===== src/rtl/pump_gain_ctrl.sv =====
module pump_gain_ctrl #(
  parameter int FILT_LEN = 8,
  parameter int HOLD_W   = 16,
  parameter int NA       = 5,
  parameter int NB       = 3
) (
  input  logic              clk,
  input  logic              rst_n,
  input  logic [NA-1:0]     low_hr_a,
  input  logic [NB-1:0]     low_hr_b,
  input  logic              en_a,
  input  logic              en_b,
  input  logic              en_c,
  input  logic              sense_d5a,
  input  logic              en_d3b,
  input  logic              therm_sd,
  input  logic [HOLD_W-1:0] hold_cycles,
  output logic              gain_hi,
  output logic              pump_en
);
  localparam int CW = $clog2(FILT_LEN);
  localparam int NP = NA + NB;
  localparam logic [CW-1:0] TRIP = CW'(FILT_LEN - 1);

  logic          shut;
  logic [NA-1:0] mask_a;
  logic [NB-1:0] mask_b;
  logic [NP-1:0] mon, trip;
  logic          any_mon, en_chg, quiet;
  logic [4:0]    en_vec, en_prev;
  logic [HOLD_W-1:0] clr_cnt;

  assign shut    = !(en_a || en_b || en_c) || therm_sd;
  assign mask_a  = {NA{en_a}} & {sense_d5a, {(NA-1){1'b1}}};
  assign mask_b  = {NB{en_b}} & {en_d3b, {(NB-1){1'b1}}};
  assign mon     = {low_hr_b & mask_b, low_hr_a & mask_a};
  assign any_mon = |mon;
  assign en_vec  = {en_a, en_b, en_c, sense_d5a, en_d3b};
  assign en_chg  = en_vec != en_prev;
  assign quiet   = !any_mon && (clr_cnt >= hold_cycles);

  for (genvar i = 0; i < NP; i++) begin : g_filt
    logic [CW-1:0] cnt;
    always_ff @(posedge clk) begin
      if (!rst_n || shut || !mon[i]) cnt <= '0;
      else if (cnt != TRIP)          cnt <= cnt + 1'b1;
    end
    assign trip[i] = mon[i] && !shut && (cnt == TRIP);
  end

  always_ff @(posedge clk) begin
    if (!rst_n) begin
      clr_cnt <= '0;
      en_prev <= '0;
      gain_hi <= 1'b0;
      pump_en <= 1'b0;
    end else begin
      en_prev <= en_vec;
      pump_en <= !shut;
      if (shut || any_mon)  clr_cnt <= '0;
      else if (~&clr_cnt)   clr_cnt <= clr_cnt + 1'b1;
      if (shut)                  gain_hi <= 1'b0;
      else if (|trip)            gain_hi <= 1'b1;
      else if (en_chg && quiet)  gain_hi <= 1'b0;
    end
  end
endmodule


===== config.mk =====
export PLATFORM = sky130hd
export DESIGN_NAME = pump_gain_ctrl
export DESIGN_NICKNAME = d
export VERILOG_FILES = /design/src/rtl/pump_gain_ctrl.sv
export SDC_FILE = /design/constraint.sdc
export NUM_CORES = 1
export LEC_CHECK = 0
export BUFFER_PORTS_ARGS = -buffer_cell sky130_fd_sc_hd__buf_2
export CAP_MARGIN = 20
export CORE_MARGIN = 2
export CORE_UTILIZATION = 60
export DETAILED_ROUTE_END_ITERATION = 12
export PLACE_DENSITY_LB_ADDON = 0.12
export RECOVER_POWER = 100
export SLEW_MARGIN = 25
export SYNTH_ARGS = -nofsm -noshare
export SYNTH_HDL_FRONTEND = slang
export SYNTH_SLANG_ARGS = --single-unit

===== constraint.sdc =====
create_clock -name clk -period 3.7 [get_ports clk]
set_input_delay 0.74 -clock clk [delete_from_list [all_inputs] [get_ports clk]]
set_output_delay 0.74 -clock clk [all_outputs]
set_load 0.01 [all_outputs]

==> impl_metrics.json, run 1 <==
{
  "coreArea_sq_um": 4029,
  "synth_top_cell_area_share": 0.3743,
  "die_x_um": 68.73,
  "status": "completed",
  "critPathMaxFanout": 7,
  "nets": 380,
  "multi_input_area_sq_um": 1491,
  "layout-drive-gt1-share": 0.1175,
  "initial_core_util": 0.6239,
  "rows": 23,
  "drtIter0Drc": 71,
  "die-area_sq_um": 4723,
  "drtAntennaViolNets": 0,
  "reg2reg_depth": 6,
  "ctsResizeCount": 0,
  "fin_crit_ps": 2103,
  "clkTransAtPathRegs_ps": 80,
  "avgViaCountPerCell": 5.471,
  "p_leak_nw": 1.263,
  "post-cts-setup-buffers": 0,
  "routedWlPerCell_um": 12.40,
  "setup_viol": 0,
  "dp_hpwl_um": 3531,
  "synth_common_cells": "dfxtp_1 (47), nor2_1 (41), ha_1 (33), nand2_1 (23), inv_1 (18)",
  "die_h_um": 68.73,
  "skew_ps": 4.766,
  "root_buffer": "clkbuf_8",
  "drt_pass1_iterations": 4,
  "io_buffers": 33,
  "hp-start": "g_filt[5].cnt[2]",
  "powerDensity_nw_per_um2": 315.2,
  "critPathRequiredTime_ps": 3860,
  "report.final.slew_viol_count": 0,
  "synth_edf_count": 0,
  "cts.sink_count": 47,
  "netlist_area_sq_um": 2514,
  "yosysWarnings": 0,
  "cts_hold_buf": 0,
  "htree_levels": 2,
  "synth.avg_cell_area_sq_um": 9.042,
  "clock_path_buffers": 2,
  "clk_latency_ps": 300,
  "worst_pin_slew_ps": 638.5,
  "fin_total_pwr_mw": 0.8849,
  "holdPathEnd": "g_filt[5].cnt[2]",
  "grt_overflow": 0,
  "min_path_type": "reg -> reg",
  "grt_max_degree": 17,
  "hold_violations": 0,
  "cts_tree": "done",
  "timing.slew.headroom": 0.5708,
  "r2r_setup_slack_ps": 1600,
  "cp.arrival_ps": 2270,
  "grt_pass1_wl_um": 7369,
  "criticalPathCategory": "reg -> reg",
  "r2r-end": "clr_cnt[6]",
  "numCtsBuffers": 5,
  "ys_seq_elements": 47,
  "rsz0062_at_grt": "false",
  "ys_async_sr_fraction": 0,
  "synth.net_count": 343,
  "reg2reg_from": "clr_cnt[1]",
  "ys_top_cells_by_area": "dfxtp_1 (37%), ha_1 (16%), mux2i_1 (6.8%)",
  "drv_cap": 0,
  "synth_most_common_cell": "dfxtp_1",
  "irDropWorstVdd_mv": 0.1815,
  "yosysUniqueCellTypes": 34,
  "max_freq_mhz": 475.6,
  "nFillCells": 337,
  "antenna_found_initial": 0,
  "grt.total_usage": 0.2066,
  "wl_um": 4525,
  "drc": 0,
  "grt_pass1_vias": 1754,
  "synth_largest_area_cell": "dfxtp_1",
  "end_kind": "flop",
  "synth_cells": 278,
  "post-route-period-util": 0.5683,
  "yosys_most_used_dff": "dfxtp_1",
  "cp-start-kind": "flop",
  "synth-seq-area-share": 0.3743,
  "area_growth_syn_to_layout_pct": 11.70,
  "regArea_sq_um": 940.9,
  "hold_path_depth": 2,
  "io_pins": 34,
  "vias": 1997,
  "setup_tns_ps": 0,
  "diodes": 0,
  "gp_congestion": 0.7642
}
-- worst max-delay path, stage by stage, from the launching register on --
cell	delay (ps)
dfxtp_1	420
ha_1	280
nand4_1	180
or4_1	690
nand3_1	160
xor2_1	190
nor2_1	60
-- worst max-delay path by stage --
stage	start	to	slack [ps]	cells after the start
finish	clr_cnt[1]	clr_cnt[6]	1600	6
global route	clr_cnt[1]	clr_cnt[6]	1480	6
CTS	clr_cnt[1]	clr_cnt[6]	1610	6
detailed placement	low_hr_a[0]	clr_cnt[14]	1330	6
global placement	low_hr_a[0]	clr_cnt[14]	1380	6
floorplan	hold_cycles[15]	gain_hi	1710	7
-- metal layers --
metal | share of wire | global-route usage | vias to the layer above
met5 | 0 | 0 | -
met4 | 0.015 | 0.05882 | 0
met2 | 0.46 | 0.3389 | 36
li1 | - | - | 1048
met3 | 0.046 | 0.05357 | 6
met1 | 0.47 | 0.2681 | 907
-- registers in the layout, summed over array words and instances (netlist names) --
signal,count
gain_hi,1
g_filt.cnt,24
pump_en,1
clr_cnt,16
en_prev,5
-- power breakdown --
group | total, mW | switching, mW | internal, mW
Sequential | 0.515 | 0.00364 | 0.512
Clock | 0.310 | 0.163 | 0.147
Combinational | 0.0596 | 0.0311 | 0.0285
Total | 0.885 | 0.198 | 0.687
-- per-stage QoR --
stage               utilization  cells  hold slack [ps]  setup WS (ps)  instance area, sq um
floorplan                     -    278            467.6           1709                  2514
global placement         0.6770    358            480.7           1380                  2728
detailed placement       0.6770    358            494.7           1327                  2728
CTS                      0.6988    365            513.6           1606                  2815
global route             0.6969    365            551.4           1482                  2808
finish                   0.6969    365            503.3           1597                  2808
-- cells in the final DEF (no fill, tap or decap), drive strengths merged, types with 5 or more instances in the layout --
cell type / synthesis / routed
a21oi: 8 / 8
and2: 6 / 6
buf: 2 / 27
clkbuf: 1 / 12
dfxtp: 47 / 47
ha: 33 / 33
inv: 18 / 18
mux2i: 17 / 17
nand2: 23 / 23
nand3: 10 / 10
nand4: 7 / 7
nor2: 41 / 41
nor3: 10 / 10
nor4: 5 / 5
xnor2: 8 / 8
xor2: 15 / 15
-- cell type report --
class	count	share of cell area
timing repair buffer	33	0.05615
inverter	18	0.02406
clock inverter	1	0.001783
sequential	47	0.3351
multi-input combinational	210	0.5312
tap	50	0.02228
clock buffer	6	0.02941
-- cells by family (layout without fill, tap and decap cells) --
| group | Yosys count | count (layout) | share of synthesized area |
|---|---|---|---|
| adders and majority gates | 33 | 33 | 0.1643 |
| DFF | 47 | 47 | 0.3743 |
| muxes | 17 | 17 | 0.06769 |
| AOI/OAI and AO/OA | 26 | 26 | 0.07018 |
| xor gates and xnor gates | 23 | 23 | 0.08014 |
| buffers and inverters | 21 | 58 | 0.03235 |
| and+or+nand+nor | 111 | 111 | 0.2111 |
Power figures use the tool's default switching activity.
==> inputs of run 2 (changes only) <==
--- a/config.mk
+++ b/config.mk
@@ -8,7 +8,7 @@
 export BUFFER_PORTS_ARGS = -buffer_cell sky130_fd_sc_hd__buf_2
 export CAP_MARGIN = 20
 export CORE_MARGIN = 2
-export CORE_UTILIZATION = 60
+export CORE_UTILIZATION = 57
 export DETAILED_ROUTE_END_ITERATION = 12
 export PLACE_DENSITY_LB_ADDON = 0.12
 export RECOVER_POWER = 100
==> constraint.sdc (replaced) <==
create_clock -name clk -period 2.1 [get_ports clk]
set_input_delay 0.42 -clock clk [delete_from_list [all_inputs] [get_ports clk]]
set_output_delay 0.42 -clock clk [all_outputs]
set_load 0.01 [all_outputs]
==> run 2 against run 1 <==
Net effect:
- hold slack got worse by 120 ps
- count of clock-buffer cells in the layout fell by 1
- combinational power rose by 78%
- critical path type unchanged
- critical endpoint is now clr_cnt[9]
- largest cell class unchanged
==> impl_metrics.json, run 2 (synthesis gave the netlist of run 1 again) <==
{
  "diodes": 0,
  "criticalPathCategory": "reg -> reg",
  "root_buffer": "clkbuf_8",
  "dp_cells": 367,
  "skew_ps": 8.157,
  "cts_tree": "done",
  "numCtsBuffers": 5,
  "post-route-period-util": 0.9044,
  "min_path_type": "in -> reg",
  "drv_cap": 0,
  "htree_levels": 2,
  "p_leak_nw": 1.295,
  "clkTransAtPathRegs_ps": 80,
  "drtAntennaViolNets": 0,
  "regArea_sq_um": 940.9,
  "reg_top3": "g_filt.cnt (24), clr_cnt (16), en_prev (5)",
  "whs_ps": 383.7,
  "grt_pass1_wl_um": 8079,
  "irDropWorstVdd_mv": 0.3856,
  "coreArea_sq_um": 4294,
  "hold_path_depth": 2,
  "layout-drive-gt1-share": 0.1273,
  "wl_um": 4646,
  "io_buffers": 33,
  "ctsResizeCount": 0,
  "grt_max_degree": 15,
  "routedWlPerCell_um": 12.42,
  "grt_overflow": 0,
  "die_x_um": 70.41,
  "io_pins": 34,
  "setup_viol": 0,
  "cts.sink_count": 47,
  "fin_crit_ps": 1899,
  "r2r-end": "clr_cnt[9]",
  "regMostFlops": "g_filt.cnt",
  "setup_tns_ps": 0,
  "place_area_sq_um": 2783,
  "cp.arrival_ps": 2080,
  "reg2reg_depth": 7,
  "dp_hpwl_um": 3696,
  "clock_path_buffers": 2,
  "status": "completed",
  "die-area_sq_um": 4957,
  "avgViaCountPerCell": 5.358,
  "fin_total_pwr_mw": 1.664,
  "area_growth_syn_to_layout_pct": 14.09,
  "final_cell_mix": "dfxtp_1 (47), nor2_1 (41), ha_1 (33)",
  "hp-start": "en_c",
  "grt.total_usage": 0.2025,
  "rows": 24,
  "multi_input_area_sq_um": 1485,
  "rsz0062_at_grt": "false",
  "gp_congestion": 0.8459,
  "holdPathEnd": "en_prev[2]",
  "cp-start-kind": "flop",
  "grt_pass1_vias": 1939,
  "die_h_um": 70.41,
  "layout_commonest_cell": "dfxtp_1",
  "end_kind": "flop",
  "r2r_setup_slack_ps": 200,
  "stdcell_area_sq_um": 2868,
  "initial_core_util": 0.5854,
  "hold_violations": 0,
  "timing.slew.headroom": 0.6698,
  "clk_latency_ps": 300,
  "drc": 0,
  "drt_pass1_iterations": 4,
  "antenna_found_initial": 0,
  "nFillCells": 371,
  "critPathRequiredTime_ps": 2290,
  "report.final.slew_viol_count": 0,
  "post-cts-setup-buffers": 0,
  "critPathMaxFanout": 5,
  "largest_register_ffs": 24,
  "worst_pin_slew_ps": 490.8,
  "vias": 2004,
  "max_freq_mhz": 526.5,
  "drtIter0Drc": 89,
  "reg2reg_from": "clr_cnt[0]",
  "cts_hold_buf": 0,
  "nets": 387,
  "finalNonFillerCells": 374,
  "powerDensity_nw_per_um2": 580.1
}
==> run 2: how the worst max path moves through the flow <==
stage	start	to	slack, ps	cells past startpoint
detailed placement	hold_cycles[15]	gain_hi	140	8
global placement	hold_cycles[15]	gain_hi	160	8
finish	clr_cnt[0]	clr_cnt[9]	200	7
global route	clr_cnt[0]	clr_cnt[9]	50	7
floorplan	clr_cnt[1]	clr_cnt[3]	310	7
CTS	clr_cnt[0]	clr_cnt[6]	200	6
==> run 2: worst max-delay path, stage by stage (launching register included) <==
cell	delay, ps
dfxtp_1	410
ha_1	210
nand4_1	140
nor4_1	500
clkbuf_1	240
nor3_1	90
xnor2_1	140
nor2_1	60
==> run 2: power breakdown <==
part,switching (mW),leakage [nW],internal (mW)
logic,0.0550,0.864,0.0511
registers,0.00619,0.381,0.901
clock network,0.302,0.0502,0.348
total,0.363,1.29,1.30
==> run 2: stage by stage <==
stage,util,setup WS (ps)
after floorplan,-,311.7
after global placement,0.6480,161.9
after detailed placement,0.6480,144.1
after CTS,0.6728,198.5
after global routing,0.6678,54.24
final,0.6678,200.8
==> run 2: final cells by class <==
cell class                 count  share of cell area
clock buffer                   5             0.02400
clock inverter                 2             0.01309
inverter                      18             0.02356
multi-input combinational    210              0.5179
sequential                    47              0.3281
tap                           52             0.02269
timing repair buffer          40             0.07068
==> run 2: routing by layer <==
layer  vias to the layer above  track usage  share of wire
met2                        36       0.3417           0.47
met3                        12      0.04329          0.034
met5                         -            0              0
li1                       1060            -              -
met1                       896       0.2444           0.47
met4                         0      0.09402          0.027
==> inputs of run 3 (changes only) <==
--- a/config.mk
+++ b/config.mk
@@ -10,6 +10,7 @@
 export CORE_MARGIN = 2
 export CORE_UTILIZATION = 57
 export DETAILED_ROUTE_END_ITERATION = 12
+export GPL_TIMING_DRIVEN = 0
 export PLACE_DENSITY_LB_ADDON = 0.12
 export RECOVER_POWER = 100
 export SLEW_MARGIN = 25
==> run 3 against run 2 <==
Net effect:
- via count is 0.75% higher
- count of clock-buffer cells in the layout unchanged
- critical path depth stayed put
- clock power grew 3%
- largest cell class unchanged
- critical endpoint is now clr_cnt[3]
- global-route usage decreased by 0.097 points
==> impl_metrics.json, run 3 (synthesis gave the netlist of run 1 again) <==
{
  "setup_tns_ps": 0,
  "numCtsBuffers": 5,
  "powerDensity_nw_per_um2": 590.6,
  "clock_path_buffers": 2,
  "critPathMaxFanout": 7,
  "place_area_sq_um": 2744,
  "criticalPathCategory": "reg -> reg",
  "rsz0062_at_grt": "false",
  "dp_hpwl_um": 3644,
  "final_cell_mix": "dfxtp_1 (47), nor2_1 (41), ha_1 (32)",
  "routedWlPerCell_um": 12.59,
  "worst_pin_slew_ps": 625.8,
  "drtAntennaViolNets": 0,
  "r2r-end": "clr_cnt[3]",
  "io_pins": 34,
  "irDropWorstVdd_mv": 0.3509,
  "regMostFlops": "g_filt.cnt",
  "drv_cap": 0,
  "nets": 383,
  "cts_hold_buf": 0,
  "cp-start-kind": "flop",
  "grt_max_degree": 16,
  "gp_congestion": 0.8135,
  "cts_tree": "done",
  "avgViaCountPerCell": 5.442,
  "coreArea_sq_um": 4294,
  "cts.sink_count": 47,
  "hold_violations": 0,
  "initial_core_util": 0.5854,
  "reg2reg_from": "clr_cnt[0]",
  "hold_path_depth": 2,
  "layout_commonest_cell": "dfxtp_1",
  "area_growth_syn_to_layout_pct": 13.39,
  "cp.arrival_ps": 2160,
  "io_buffers": 33,
  "clk_latency_ps": 300,
  "antenna_found_initial": 0,
  "drtIter0Drc": 68,
  "htree_levels": 2,
  "report.final.slew_viol_count": 0,
  "end_kind": "flop",
  "vias": 2019,
  "reg2reg_depth": 7,
  "p_leak_nw": 1.275,
  "drc": 0,
  "skew_ps": 7.293,
  "die-area_sq_um": 4957,
  "wl_um": 4670,
  "min_path_type": "in -> reg",
  "r2r_setup_slack_ps": 130,
  "largest_register_ffs": 24,
  "root_buffer": "clkbuf_8",
  "nFillCells": 408,
  "grt_pass1_vias": 1952,
  "grt_overflow": 0,
  "die_x_um": 70.41,
  "rows": 24,
  "grt_pass1_wl_um": 8093,
  "reg_top3": "g_filt.cnt (24), clr_cnt (16), en_prev (5)",
  "post-route-period-util": 0.9372,
  "stdcell_area_sq_um": 2850,
  "fin_crit_ps": 1968,
  "timing.slew.headroom": 0.5793,
  "drt_pass1_iterations": 4,
  "critPathRequiredTime_ps": 2290,
  "layout-drive-gt1-share": 0.1254,
  "grt.total_usage": 0.2015,
  "hp-start": "en_c",
  "diodes": 0,
  "die_h_um": 70.41,
  "clkTransAtPathRegs_ps": 90,
  "status": "completed",
  "holdPathEnd": "en_prev[2]",
  "max_freq_mhz": 508.1,
  "setup_viol": 0
}
run 3: changes by cell type in the layout (fill, tap and decap cells not counted), sizes merged:
| cell | delta |
|---|---|
| clkbuf | +1 |
| clkinvlp | -1 |
| buf | -5 |
| clkinv | +2 |
run 3: power breakdown:
| part | total [mW] | switching, mW | internal, mW |
|---|---|---|---|
| Sequential | 0.908 | 0.00654 | 0.902 |
| Clock | 0.669 | 0.314 | 0.355 |
| Combinational | 0.106 | 0.0558 | 0.0504 |
run 3: metrics by stage:
stage               std cells  total power [mW]  hold slack, ps    util  setup slack, ps
floorplan                 278            0.9843           467.6       -            311.7
CTS                       371             1.704           365.3  0.6652            122.4
finish                    371             1.683           369.3  0.6638            131.9
detailed placement        363             1.037           493.9  0.6390            158.7
global route              371             1.751           378.8  0.6638            28.43
global placement          363             1.034           480.8  0.6390            132.1
run 3: layout make-up:
cell class | instances | area (sq um) | share of cell area
inverter | 18 | 67.56 | 0.02371
clock inverter | 3 | 43.79 | 0.01536
clock buffer | 5 | 68.82 | 0.02414
multi-input combinational | 210 | 1494 | 0.5241
buffer | 3 | 13.76 | 0.004829
sequential | 47 | 940.9 | 0.3301
timing repair buffer | 33 | 156.4 | 0.05487
tap | 52 | 65.06 | 0.02283
run 3: worst max-delay path, cell delays in order, from the launching register on:
cell and delay [ps]:
dfxtp_1 430, ha_2 260, nand4_1 160, or4_1 520, buf_2 170, nand4_1 110, xor2_1 160, nor2_1 50
run 3: how the worst max path moves through the flow:
| stage | from | to | slack (ps) | depth (start not counted) |
|---|---|---|---|---|
| 2_1_floorplan | clr_cnt[1] | clr_cnt[3] | 310 | 7 |
| 3_3_place_gp | en_b | clr_cnt[11] | 130 | 7 |
| 3_5_place_dp | en_b | clr_cnt[10] | 160 | 7 |
| 4_1_cts | clr_cnt[0] | clr_cnt[3] | 120 | 7 |
| 5_1_grt | clr_cnt[0] | clr_cnt[4] | 30 | 7 |
| 6_report | clr_cnt[0] | clr_cnt[3] | 130 | 7 |
run 3: routing by layer:
| metal | vias to the layer above | routed length, um | GRT usage | part of all wire |
|---|---|---|---|---|
| met1 | 941 | 2073 | 0.2396 | 0.44 |
| li1 | 1051 | - | - | - |
| met4 | 0 | 50 | 0.07479 | 0.011 |
| met2 | 20 | 2415 | 0.3627 | 0.52 |
| met3 | 7 | 130 | 0.03030 | 0.028 |
| met5 | - | 0 | 0 | 0 |
run 3: timing repair:
item	CTS	global route
resized for setup	0	1
setup endpoints to repair	0	1
buffers inserted	0	0
